File: config.mk
export PLATFORM = sky130hd
export DESIGN_NAME = nand_strobe_sequencer
export DESIGN_NICKNAME = d
export VERILOG_FILES = /design/src/rtl/nand_seq_pkg.sv /design/src/rtl/nand_timing_bank.sv /design/src/rtl/nand_rnb_sync.sv /design/src/rtl/nand_strobe_fsm.sv /design/src/rtl/nand_strobe_sequencer.sv
export SDC_FILE = /design/constraint.sdc
export NUM_CORES = 1
export LEC_CHECK = 0
export BUFFER_PORTS_ARGS = -buffer_cell sky130_fd_sc_hd__buf_2
export CAP_MARGIN = 20
export CORE_MARGIN = 2
export CORE_UTILIZATION = 35
export DETAILED_ROUTE_END_ITERATION = 8
export GPL_ROUTABILITY_DRIVEN = 0
export PLACE_DENSITY_LB_ADDON = 0.3
export SLEW_MARGIN = 20
export SYNTH_ARGS = -nofsm -noshare
export SYNTH_HDL_FRONTEND = slang
export SYNTH_SLANG_ARGS = --single-unit
File: constraint.sdc
create_clock -name clk -period 2.1 [get_ports clk]
set_clock_uncertainty 0.05 [all_clocks]
set_input_delay 0 -clock clk [delete_from_list [all_inputs] [get_ports clk]]
set_output_delay 0 -clock clk [all_outputs]
set_load 0.1 [all_outputs]
File: src/rtl/nand_seq_pkg.sv
package nand_seq_pkg;

    typedef enum logic [1:0] {
        K_CMD   = 2'b00,
        K_ADDR  = 2'b01,
        K_WRITE = 2'b10,
        K_READ  = 2'b11
    } bus_kind_t;

    typedef enum logic [1:0] {
        ST_IDLE   = 2'b00,
        ST_SETUP  = 2'b01,
        ST_ACTIVE = 2'b10,
        ST_HOLD   = 2'b11
    } seq_state_t;

endpackage

File: src/rtl/nand_timing_bank.sv
module nand_timing_bank #(
    parameter int SETUP_W = 2,
    parameter int PHASE_W = 3
) (
    input  logic               clk,
    input  logic               rst_n,
    input  logic               load,
    input  logic               idle,
    input  logic [SETUP_W-1:0] setup_in,
    input  logic [PHASE_W-1:0] width_in,
    input  logic [PHASE_W-1:0] hold_in,
    output logic [PHASE_W-1:0] setup_len,
    output logic [PHASE_W-1:0] width_len,
    output logic [PHASE_W-1:0] hold_len
);
    logic [SETUP_W-1:0] setup_q;

    always_ff @(posedge clk or negedge rst_n) begin
        if (!rst_n) begin
            setup_q   <= '1;
            width_len <= '1;
            hold_len  <= '1;
        end else if (load && idle) begin
            setup_q   <= setup_in;
            width_len <= width_in;
            hold_len  <= hold_in;
        end
    end

    generate
        if (SETUP_W < PHASE_W) begin : g_narrow
            assign setup_len = {{(PHASE_W-SETUP_W){1'b0}}, setup_q};
        end else begin : g_full
            assign setup_len = setup_q[PHASE_W-1:0];
        end
    endgenerate

    // lengths never change while a cycle runs
    a_r9_frozen_when_busy: assert property (@(posedge clk) disable iff (!rst_n)
        !idle |=> ($stable(width_len) && $stable(hold_len) && $stable(setup_len)));

endmodule

File: src/rtl/nand_rnb_sync.sv
module nand_rnb_sync (
    input  logic clk,
    input  logic rst_n,
    input  logic async_in,
    output logic sync_out
);
    logic meta_q;

    always_ff @(posedge clk or negedge rst_n) begin
        if (!rst_n) begin
            meta_q   <= 1'b0;
            sync_out <= 1'b0;
        end else begin
            meta_q   <= async_in;
            sync_out <= meta_q;
        end
    end

    // output transitions reflect the pin two edges earlier
    a_r10_rise_lag: assert property (@(posedge clk) disable iff (!rst_n)
        $rose(sync_out) |-> $past(async_in, 2));
    a_r10_fall_lag: assert property (@(posedge clk) disable iff (!rst_n)
        $fell(sync_out) |-> !$past(async_in, 2));

endmodule

File: src/rtl/nand_strobe_fsm.sv
module nand_strobe_fsm
    import nand_seq_pkg::*;
#(
    parameter int PHASE_W = 3,
    parameter int DQ_W    = 8
) (
    input  logic               clk,
    input  logic               rst_n,
    input  logic               req_valid,
    input  logic [1:0]         req_kind,
    input  logic [DQ_W-1:0]    req_byte,
    input  logic [PHASE_W-1:0] setup_len,
    input  logic [PHASE_W-1:0] width_len,
    input  logic [PHASE_W-1:0] hold_len,
    input  logic [DQ_W-1:0]    dq_in,
    output logic               busy,
    output logic               cle,
    output logic               ale,
    output logic               we_n,
    output logic               re_n,
    output logic [DQ_W-1:0]    dq_out,
    output logic               dq_oe,
    output logic [DQ_W-1:0]    rd_data,
    output logic               rd_valid
);
    seq_state_t         state_q, state_d;
    logic [PHASE_W-1:0] cnt_q, cnt_d;
    bus_kind_t          kind_q;
    logic [DQ_W-1:0]    byte_q;
    logic               accept;
    logic               read_end;

    assign accept   = req_valid && (state_q == ST_IDLE);
    assign read_end = (state_q == ST_ACTIVE) && (cnt_q == '0) && (kind_q == K_READ);

    always_ff @(posedge clk or negedge rst_n) begin
        if (!rst_n) begin
            state_q  <= ST_IDLE;
            cnt_q    <= '0;
            kind_q   <= K_CMD;
            byte_q   <= '0;
            rd_data  <= '0;
            rd_valid <= 1'b0;
        end else begin
            state_q  <= state_d;
            cnt_q    <= cnt_d;
            rd_valid <= read_end;
            if (accept) begin
                kind_q <= bus_kind_t'(req_kind);
                byte_q <= req_byte;
            end
            if (read_end) begin
                rd_data <= dq_in;
            end
        end
    end

    always_comb begin
        state_d = state_q;
        cnt_d   = cnt_q;
        unique case (state_q)
            ST_IDLE: begin
                if (req_valid) begin
                    state_d = ST_SETUP;
                    cnt_d   = setup_len;
                end
            end
            ST_SETUP: begin
                if (cnt_q == '0) begin
                    state_d = ST_ACTIVE;
                    cnt_d   = width_len;
                end else begin
                    cnt_d = cnt_q - 1'b1;
                end
            end
            ST_ACTIVE: begin
                if (cnt_q == '0) begin
                    state_d = ST_HOLD;
                    cnt_d   = hold_len;
                end else begin
                    cnt_d = cnt_q - 1'b1;
                end
            end
            ST_HOLD: begin
                if (cnt_q == '0) begin
                    state_d = ST_IDLE;
                end else begin
                    cnt_d = cnt_q - 1'b1;
                end
            end
            default: state_d = ST_IDLE;
        endcase
    end

    always_comb begin
        busy   = (state_q != ST_IDLE);
        cle    = busy && (kind_q == K_CMD);
        ale    = busy && (kind_q == K_ADDR);
        dq_oe  = busy && (kind_q != K_READ);
        dq_out = byte_q;
        we_n   = !((state_q == ST_ACTIVE) && (kind_q != K_READ));
        re_n   = !((state_q == ST_ACTIVE) && (kind_q == K_READ));
    end

    // phase counters stay inside the programmed length
    a_r2_setup_bound: assert property (@(posedge clk) disable iff (!rst_n)
        (state_q == ST_SETUP) |-> (cnt_q <= setup_len));
    a_r2_active_bound: assert property (@(posedge clk) disable iff (!rst_n)
        (state_q == ST_ACTIVE) |-> (cnt_q <= width_len));
    // a read result appears just after the read strobe was low
    a_r7_capture_on_rise: assert property (@(posedge clk) disable iff (!rst_n)
        rd_valid |-> $past(!re_n));
    // an accepted request makes the block busy
    a_r8_busy_on_accept: assert property (@(posedge clk) disable iff (!rst_n)
        (req_valid && !busy) |=> busy);

endmodule

File: src/rtl/nand_strobe_sequencer.sv
module nand_strobe_sequencer
    import nand_seq_pkg::*;
#(
    parameter bit  EXT_SETUP = 1'b0,
    parameter int  PHASE_W   = 3,
    parameter int  DQ_W      = 8,
    localparam int SETUP_W   = EXT_SETUP ? PHASE_W : PHASE_W - 1
) (
    input  logic               clk,
    input  logic               rst_n,
    input  logic               tim_load,
    input  logic [SETUP_W-1:0] tim_setup,
    input  logic [PHASE_W-1:0] tim_width,
    input  logic [PHASE_W-1:0] tim_hold,
    input  logic               req_valid,
    input  logic [1:0]         req_kind,
    input  logic [DQ_W-1:0]    req_byte,
    output logic               busy,
    input  logic               sel_chip,
    input  logic               rnb_in,
    output logic               ready,
    output logic               nce_n,
    output logic               cle,
    output logic               ale,
    output logic               we_n,
    output logic               re_n,
    output logic [DQ_W-1:0]    dq_out,
    output logic               dq_oe,
    input  logic [DQ_W-1:0]    dq_in,
    output logic [DQ_W-1:0]    rd_data,
    output logic               rd_valid
);
    logic [PHASE_W-1:0] setup_len, width_len, hold_len;

    nand_timing_bank #(.SETUP_W(SETUP_W), .PHASE_W(PHASE_W)) u_bank (
        .clk       (clk),
        .rst_n     (rst_n),
        .load      (tim_load),
        .idle      (!busy),
        .setup_in  (tim_setup),
        .width_in  (tim_width),
        .hold_in   (tim_hold),
        .setup_len (setup_len),
        .width_len (width_len),
        .hold_len  (hold_len)
    );

    nand_strobe_fsm #(.PHASE_W(PHASE_W), .DQ_W(DQ_W)) u_fsm (
        .clk       (clk),
        .rst_n     (rst_n),
        .req_valid (req_valid),
        .req_kind  (req_kind),
        .req_byte  (req_byte),
        .setup_len (setup_len),
        .width_len (width_len),
        .hold_len  (hold_len),
        .dq_in     (dq_in),
        .busy      (busy),
        .cle       (cle),
        .ale       (ale),
        .we_n      (we_n),
        .re_n      (re_n),
        .dq_out    (dq_out),
        .dq_oe     (dq_oe),
        .rd_data   (rd_data),
        .rd_valid  (rd_valid)
    );

    nand_rnb_sync u_sync (
        .clk      (clk),
        .rst_n    (rst_n),
        .async_in (rnb_in),
        .sync_out (ready)
    );

    always_ff @(posedge clk or negedge rst_n) begin
        if (!rst_n) begin
            nce_n <= 1'b1;
        end else begin
            nce_n <= !sel_chip;
        end
    end

    // strobes and latch enables are mutually exclusive
    a_r12_one_strobe: assert property (@(posedge clk) disable iff (!rst_n)
        !(!we_n && !re_n));
    a_r12_one_latch: assert property (@(posedge clk) disable iff (!rst_n)
        !(cle && ale));
    // chip enable drops only after a select request
    a_r11_select_first: assert property (@(posedge clk) disable iff (!rst_n)
        $fell(nce_n) |-> $past(sel_chip));

endmodule

Word level (Yosys, flattened, before mapping) --
Cells that the tools add are included.
Storage, ports and cells: word-level logic and storage cells 53, output and inout port bits 25, bits of input ports 32, flip-flop bits (word level) 35
Cells by class: reductions and logical operators 19, equality and inequality tests 11, $add $sub $neg 1, multiplexer cells 10
Operators with widths (number):
- 3-bit two-way mux | 4
- 3-bit one-hot mux with 4 select lines | 1
- 1-bit logical AND | 9
- 2-bit two-way mux | 4
- 2-bit inequality test (second input constant) | 4
- 2-bit one-hot mux with 4 select lines | 1
- 2-bit equality test (second input constant) | 3
- 2-bit by 1-bit equality test with 1-bit output (second input constant) | 2
- 1-bit logical NOT | 4
- 2-bit logical NOT | 2
- 2-bit by 1-bit inequality test with 1-bit output (second input constant) | 2
- 4-bit AND reduction | 1
- 3-bit logical NOT | 1
- 3-bit by 1-bit subtractor with 3-bit output (second input constant) | 1
- 2-bit AND reduction | 1
- 2-bit nonzero test | 1

Depth between registers and ports, before layout --
Gate-level depths: netlist of the first run.
depth in word-level cells 3, depth in mapped cells 7, mapped depth without buffers 6

Hierarchy --
A second synthesis of the first run with hierarchy kept.
Unflattened totals: cells, all modules 119, area, all modules 1617.8 µm²
By module, submodules not included:
- nand_strobe_fsm | seq. area each 600.6 µm², cells each 95, area an instance 1216.2 µm², instances 1
- nand_timing_bank | seq. area each 210.2 µm², cells each 19, area an instance 317.8 µm², instances 1
- nand_rnb_sync | seq. area each 50.0 µm², cells each 2, area an instance 50.0 µm², instances 1
- nand_strobe_sequencer | seq. area each 26.3 µm², cells each 3, area an instance 33.8 µm², instances 1

Worst setup path after synthesis of the first run --
No wires, ideal clock.
path type register to output, from reg u_fsm.state_q[0], to out ale, path buffers 1, path slack -915 ps, cell stages (with the launch flop) 5, arrival time 2965 ps, data required time 2050 ps, path through dfrtp_1 > inv_1 > ha_1 > buf_2 > nor3b_1
On the way: cells in the longest elaborated chain, start to end 2
RTL lines:
- from (decl) | RTL line nand_strobe_fsm.sv:26 | seq_state_t state_q, state_d;
- from (signal assigned) | RTL line nand_strobe_fsm.sv:45 | state_q <= state_d;
- 2-bit nonzero test | RTL line nand_strobe_fsm.sv:96 | busy = (state_q != ST_IDLE);
- 1-bit logical AND | RTL line nand_strobe_fsm.sv:98 | ale = busy && (kind_q == K_ADDR);
- to (decl) | RTL line nand_strobe_sequencer.sv:24 | output logic ale,
No other way between the ends.

Worst setup path after layout of the first run --
from reg u_fsm.state_q[0], to reg u_fsm.rd_data[1]
On the way: cells in the longest elaborated chain, start to end 3
RTL lines:
- 2-bit equality test | RTL line nand_strobe_fsm.sv:34 | assign read_end = (state_q == ST_ACTIVE) && (cnt_q == '0) && (kind_q == K_READ);
- 1-bit logical AND (2 in series) | RTL line nand_strobe_fsm.sv:34
- named net u_fsm.read_end | RTL line nand_strobe_fsm.sv:31 | logic read_end;
- to (signal assigned) | RTL line nand_strobe_fsm.sv:53 | rd_data <= dq_in;
- to (decl) | RTL line nand_strobe_fsm.sv:23 | output logic [DQ_W-1:0] rd_data,
The timed path passes the listed nets, and every way through them passes these cells. A chain may end at the register's enable or synchronous reset.

==> results.toml, run 1 <==
[floorplan]
num_io_pins = 57
start_util = 0.3682
die_w_um = 71.91
die-area_um2 = 5171
coreArea_um2 = 4384
die_h_um = 71.91
row_count = 24

[clock_network]
htreeDepth = 2
cts_buffers = 5
cts.clk_slew.worst_paths_ns = 0.07
cts_sinks = 35
clk_latency_ns = 0.29
cts_tree = "built"
cts_setup_buffers = 0
post_cts_resized = 0
cts_root_buf = "clkbuf_8"
postCtsHoldBufs = 30
clockBufferDepth = 2

[critical_path]
critical_path.max_fanout = 9
critPathLaunchType = "flip-flop"
worstPathRequired_ns = 2.22
critPathKind = "flip-flop to flip-flop"
crit_arrival_ns = 1.93
cp-end-kind = "flip-flop"

[detailed_routing]
num_vias = 1232
wl_um = 3502
avgViaCountPerCell = 4.757
ant_nets = 0
drtIter0Drc = 27
wl_per_cell_um = 13.52
dr.pass1.iters = 4
drc = 0

[timing]
whs_ns = 0.2584
timing.fmax_ghz = 0.5531
post-route-min-period_ns = 1.808
hold_viol = 0
slew_headroom = 0.5071
rsz0062_at_grt = "false"
fin_ws_ns = 0.2921
fin_crit_sh = 0.8609
drv_slew = 0
setup_violations = 0
tightest_slew_ns = 0.7394

[yosys]
synth_top_family_by_area = "multiplexers"
synth_top_area_frac = 0.4031
netlist.top_cell.by_area = "dfrtp_1"
synth_mux_area_frac = 0.2070
synth.distinct_cells = 28
yosys-top-cells-area = "dfrtp_1 40%, dfstp_2 15%, mux2_2 13%"
yosys.area_share.adder = 0.05426
synth_seq_cells = 35
synth_compound_area_frac = 0.07054
synth_cells = 115
synthSimpleGateAreaFrac = 0.09225
synth_sequential_area_ratio = 0.5496
synth_fp_nets = 154
synth_xor_area_frac = 0
synth_warnings = 0
avgSynthCellArea_um2 = 14.04
netlist_area_um2 = 1614

[finish]
layout_common_cells = "56 x buf_2, 30 x dlygate4sd3_1, 26 x dfrtp_1, 19 x mux2_2, 9 x dfstp_2"
antenna_cells = 0
final_common_cell = "buf_2"
drive_above_1_share = 0.5266
finalNetCount = 245
syn2layout_area_growth_pct = 47.36
fillers = 381

[min_path]
min_path_type = "input port to async pin"

[global_routing]
grt_max_degree = 36
gr-total-overflow = 0
grtUsageTotal = 0.1570
grt_first_pass_wirelength_um = 6189
antenna_found_initial = 0
grt_pass1_vias = 1351

[place]
post-place-ws_ns = 0.2824
port_buffers = 56
dp_hpwl_um = 2490

[flow_run]
max_cap_violations = 0

[outcome]
status = "finished clean"
[critical path: stages (launching register included)]
cell and delay, ns:
dfrtp_1 0.40, inv_1 0.13, ha_1 0.38, nand3_4 0.15, nor2_8 0.26, mux2_4 0.33
[routing by layer]
metal	wire (um)	GRT usage	vias up	share of wire
met5	0	0	-	0
met4	55	0.05660	0	0.016
met3	265	0.05139	5	0.076
met2	1761	0.2665	55	0.50
met1	1420	0.1870	591	0.41
li1	-	-	581	-
[synth_stat cells]
cell type,n
a21o_1,2
a21oi_1,4
a221oi_1,2
a22o_1,2
a22oi_1,1
buf_2,1
buf_6,1
dfrtp_1,26
dfstp_2,9
ha_1,7
inv_1,7
mux2_2,19
mux2_4,8
nand2_1,6
nand2_2,1
nand2b_1,1
nand2b_2,1
nand3_4,1
nor2_1,2
nor2_8,1
nor2b_1,3
nor2b_4,1
nor3_1,2
nor3_2,1
nor3b_1,1
o21bai_1,1
o22ai_1,1
o31ai_1,3
[registers in the layout (all words and copies together) (netlist names)]
signal and cells:
nce_n 1, u_bank.hold_len 3, u_bank.setup_q 2, u_bank.width_len 3
u_fsm.cnt_q 3, u_fsm.dq_out 8, u_fsm.kind_q 2, u_fsm.rd_data 8
u_fsm.rd_valid 1, u_fsm.state_q 2, u_sync.meta_q 1, u_sync.sync_out 1
[cells by family after synthesis]
family          Yosys count
flops                    35
mux                      27
simple gates             21
compound gates           16
buf+inv                   9
fa+ha+maj                 7
[final cells by class]
class,instances,area (um^2),share of cell area
clock buffers,6,82.58,0.03472
flip-flops and latches,35,887.1,0.3730
well taps,52,65.06,0.02735
multi-input cells,71,698.2,0.2935
clock inverters,2,38.79,0.01631
inverters,7,26.28,0.01105
repair buffers,86,580.6,0.2441
[final timing paths]
kind                                  start                  to  slack (ns)  cells after the start
setup reg to reg           u_fsm.state_q[0]    u_fsm.rd_data[1]        0.29                      5
hold reg to reg               u_sync.meta_q     u_sync.sync_out        0.30                      0
min in group clk                   tim_load  u_bank.hold_len[2]        0.26                      3
max in group asynchronous             rst_n     u_fsm.kind_q[0]        1.26                      2
setup / recovery           u_fsm.state_q[0]    u_fsm.rd_data[1]        0.29                      5
hold / removal                        rst_n      u_fsm.cnt_q[0]        0.26                      2
[per-stage QoR]
step	util	TNS [ns]	instance area, um^2	instances
final	0.5425	0	2379	259
after global routing	0.5425	0	2379	259
after CTS	0.5425	0	2379	259
after detailed placement	0.4463	0	1957	221
after global placement	0.4463	0	1957	221
after floorplan	-	-0.004087	1628	115
Power of run 1 is left out: the tool's default activity adds up to more than one toggle a clock period on the data nets, which glitch-free logic cannot reach.
==> run 2, diff against run 1 <==
- CELL_PAD_IN_SITES_DETAIL_PLACEMENT: default -> 0
- CELL_PAD_IN_SITES_GLOBAL_PLACEMENT: default -> 1
==> run 2 against run 1 <==
Sequential share of layout area is 0.14 points higher. Via count is 1.4% lower. Routed wire length is 0.97% lower. Final cell count stayed put. First-iteration DRC count is 30% lower. Design area is 0.37% lower. Maximum frequency is 0.32% lower. Die area stayed put. Critical path type unchanged. Critical endpoint is now u_fsm.rd_data[5]. Largest cell class unchanged.
==> results.toml, run 2 (same netlist as run 1, synthesis figures left out) <==
[outcome]
status = "finished clean"

[place]
dp_hpwl_um = 2422
port_buffers = 56
placed_cells = 221
post-place-ws_ns = 0.2813

[detailed_routing]
ant_nets = 0
drtIter0Drc = 19
drc = 0
wl_um = 3468
avgViaCountPerCell = 4.691
dr.pass1.iters = 5
num_vias = 1215
wl_per_cell_um = 13.39

[flow_run]
max_cap_violations = 0

[floorplan]
die_w_um = 71.91
num_io_pins = 57
row_count = 24
die_h_um = 71.91
coreArea_um2 = 4384
die-area_um2 = 5171
start_util = 0.3682

[timing]
post-route-min-period_ns = 1.814
drv_slew = 0
fin_ws_ns = 0.2862
fin_crit_sh = 0.8637
rsz0062_at_grt = "false"
setup_violations = 0
tightest_slew_ns = 0.7595
slew_headroom = 0.4937
fin_setup_tns_ns = 0
hold_viol = 0
timing.fmax_ghz = 0.5513

[min_path]
min_path_type = "input port to async pin"

[critical_path]
path_cells = "inv_1 > ha_1 > nand3_4 > nor2_8 > mux2_4"
critPathSlowestCell = "dfrtp_1"
crit_arrival_ns = 1.94
critical_path.max_fanout = 9
cp-end-kind = "flip-flop"
critPathKind = "flip-flop to flip-flop"
critPathLaunchType = "flip-flop"
worstPathRequired_ns = 2.23
slowest_delay_ns = 0.41

[finish]
drive_above_1_share = 0.5266
fin_util = 0.5405
layout.cells.non_filler = 259
syn2layout_area_growth_pct = 46.82
finalNetCount = 245
final_common_cell = "buf_2"
antenna_cells = 0
fillers = 386
layout_common_cells = "56 x buf_2, 30 x dlygate4sd3_1, 26 x dfrtp_1, 19 x mux2_2, 9 x dfstp_2"

[global_routing]
grt_pass1_vias = 1265
antenna_found_initial = 0
grt_max_degree = 36
grt_first_pass_wirelength_um = 5796
gr-total-overflow = 0
grtUsageTotal = 0.1468

[clock_network]
cts_tree = "built"
clk_latency_ns = 0.29
cts_setup_buffers = 0
cts_sinks = 35
htreeDepth = 2
cts.clk_slew.worst_paths_ns = 0.08
clockBufferDepth = 2
cts_buffers = 5
post_cts_resized = 0
cts_root_buf = "clkbuf_8"
run 2: cell types whose count changed in the layout (fill, tap and decap cells not counted), sizes merged:
| cell | previous run | this run |
|---|---|---|
| clkbuf | 6 | 5 |
| clkinv | 0 | 2 |
| inv | 8 | 7 |
run 2: cell type report:
type	count	area, um^2	share of cell area
timing repair buffer	86	580.6	0.2450
clock inverter	3	43.79	0.01848
sequential	35	887.1	0.3743
clock buffer	5	68.82	0.02904
tap	52	65.06	0.02746
multi-input combinational	71	698.2	0.2946
inverter	7	26.28	0.01109
run 2: timing repair:
action	CTS	global route
hold buffers	30	0
endpoints found under the hold margin	55	0
endpoints found under the setup margin	0	0
run 2: metal layers:
metal,track usage,wire [um],share of wire,vias to the layer above
met2,0.2510,1820,0.52,38
li1,-,-,-,582
met1,0.1694,1397,0.40,587
met4,0.05660,53,0.015,0
met5,0,0,0,-
met3,0.05139,197,0.057,8
run 2: worst paths after layout:
| check | depth (start not counted) | slack, ns | end | startpoint |
|---|---|---|---|---|
| max | 5 | 0.29 | u_fsm.rd_data[5] | u_fsm.state_q[0] |
| min | 2 | 0.26 | u_fsm.cnt_q[2] | rst_n |
| max reg2reg | 5 | 0.29 | u_fsm.rd_data[5] | u_fsm.state_q[0] |
| min reg2reg | 0 | 0.31 | u_sync.sync_out | u_sync.meta_q |
| max in group asynchronous | 2 | 1.25 | u_fsm.dq_out[7] | rst_n |
| min in group clk | 3 | 0.27 | u_bank.width_len[2] | tim_load |
run 2: worst max-delay path, delay by kind of cell (launching register included):
family        cells  cell delay (ns)
flops             1             0.41
simple gates      2             0.40
fa+ha+maj         1             0.38
mux               1             0.32
buf+inv           1             0.13
run 2: per-stage QoR:
| stage | area, um^2 | hold slack, ns |
|---|---|---|
| final | 2370 | 0.2572 |
| after global routing | 2370 | 0.2882 |
| after CTS | 2370 | 0.2737 |
| after detailed placement | 1957 | 0.06077 |
| after global placement | 1957 | 0.05428 |
| after floorplan | 1628 | -0.3456 |
Power of run 2 is left out for the same reason.
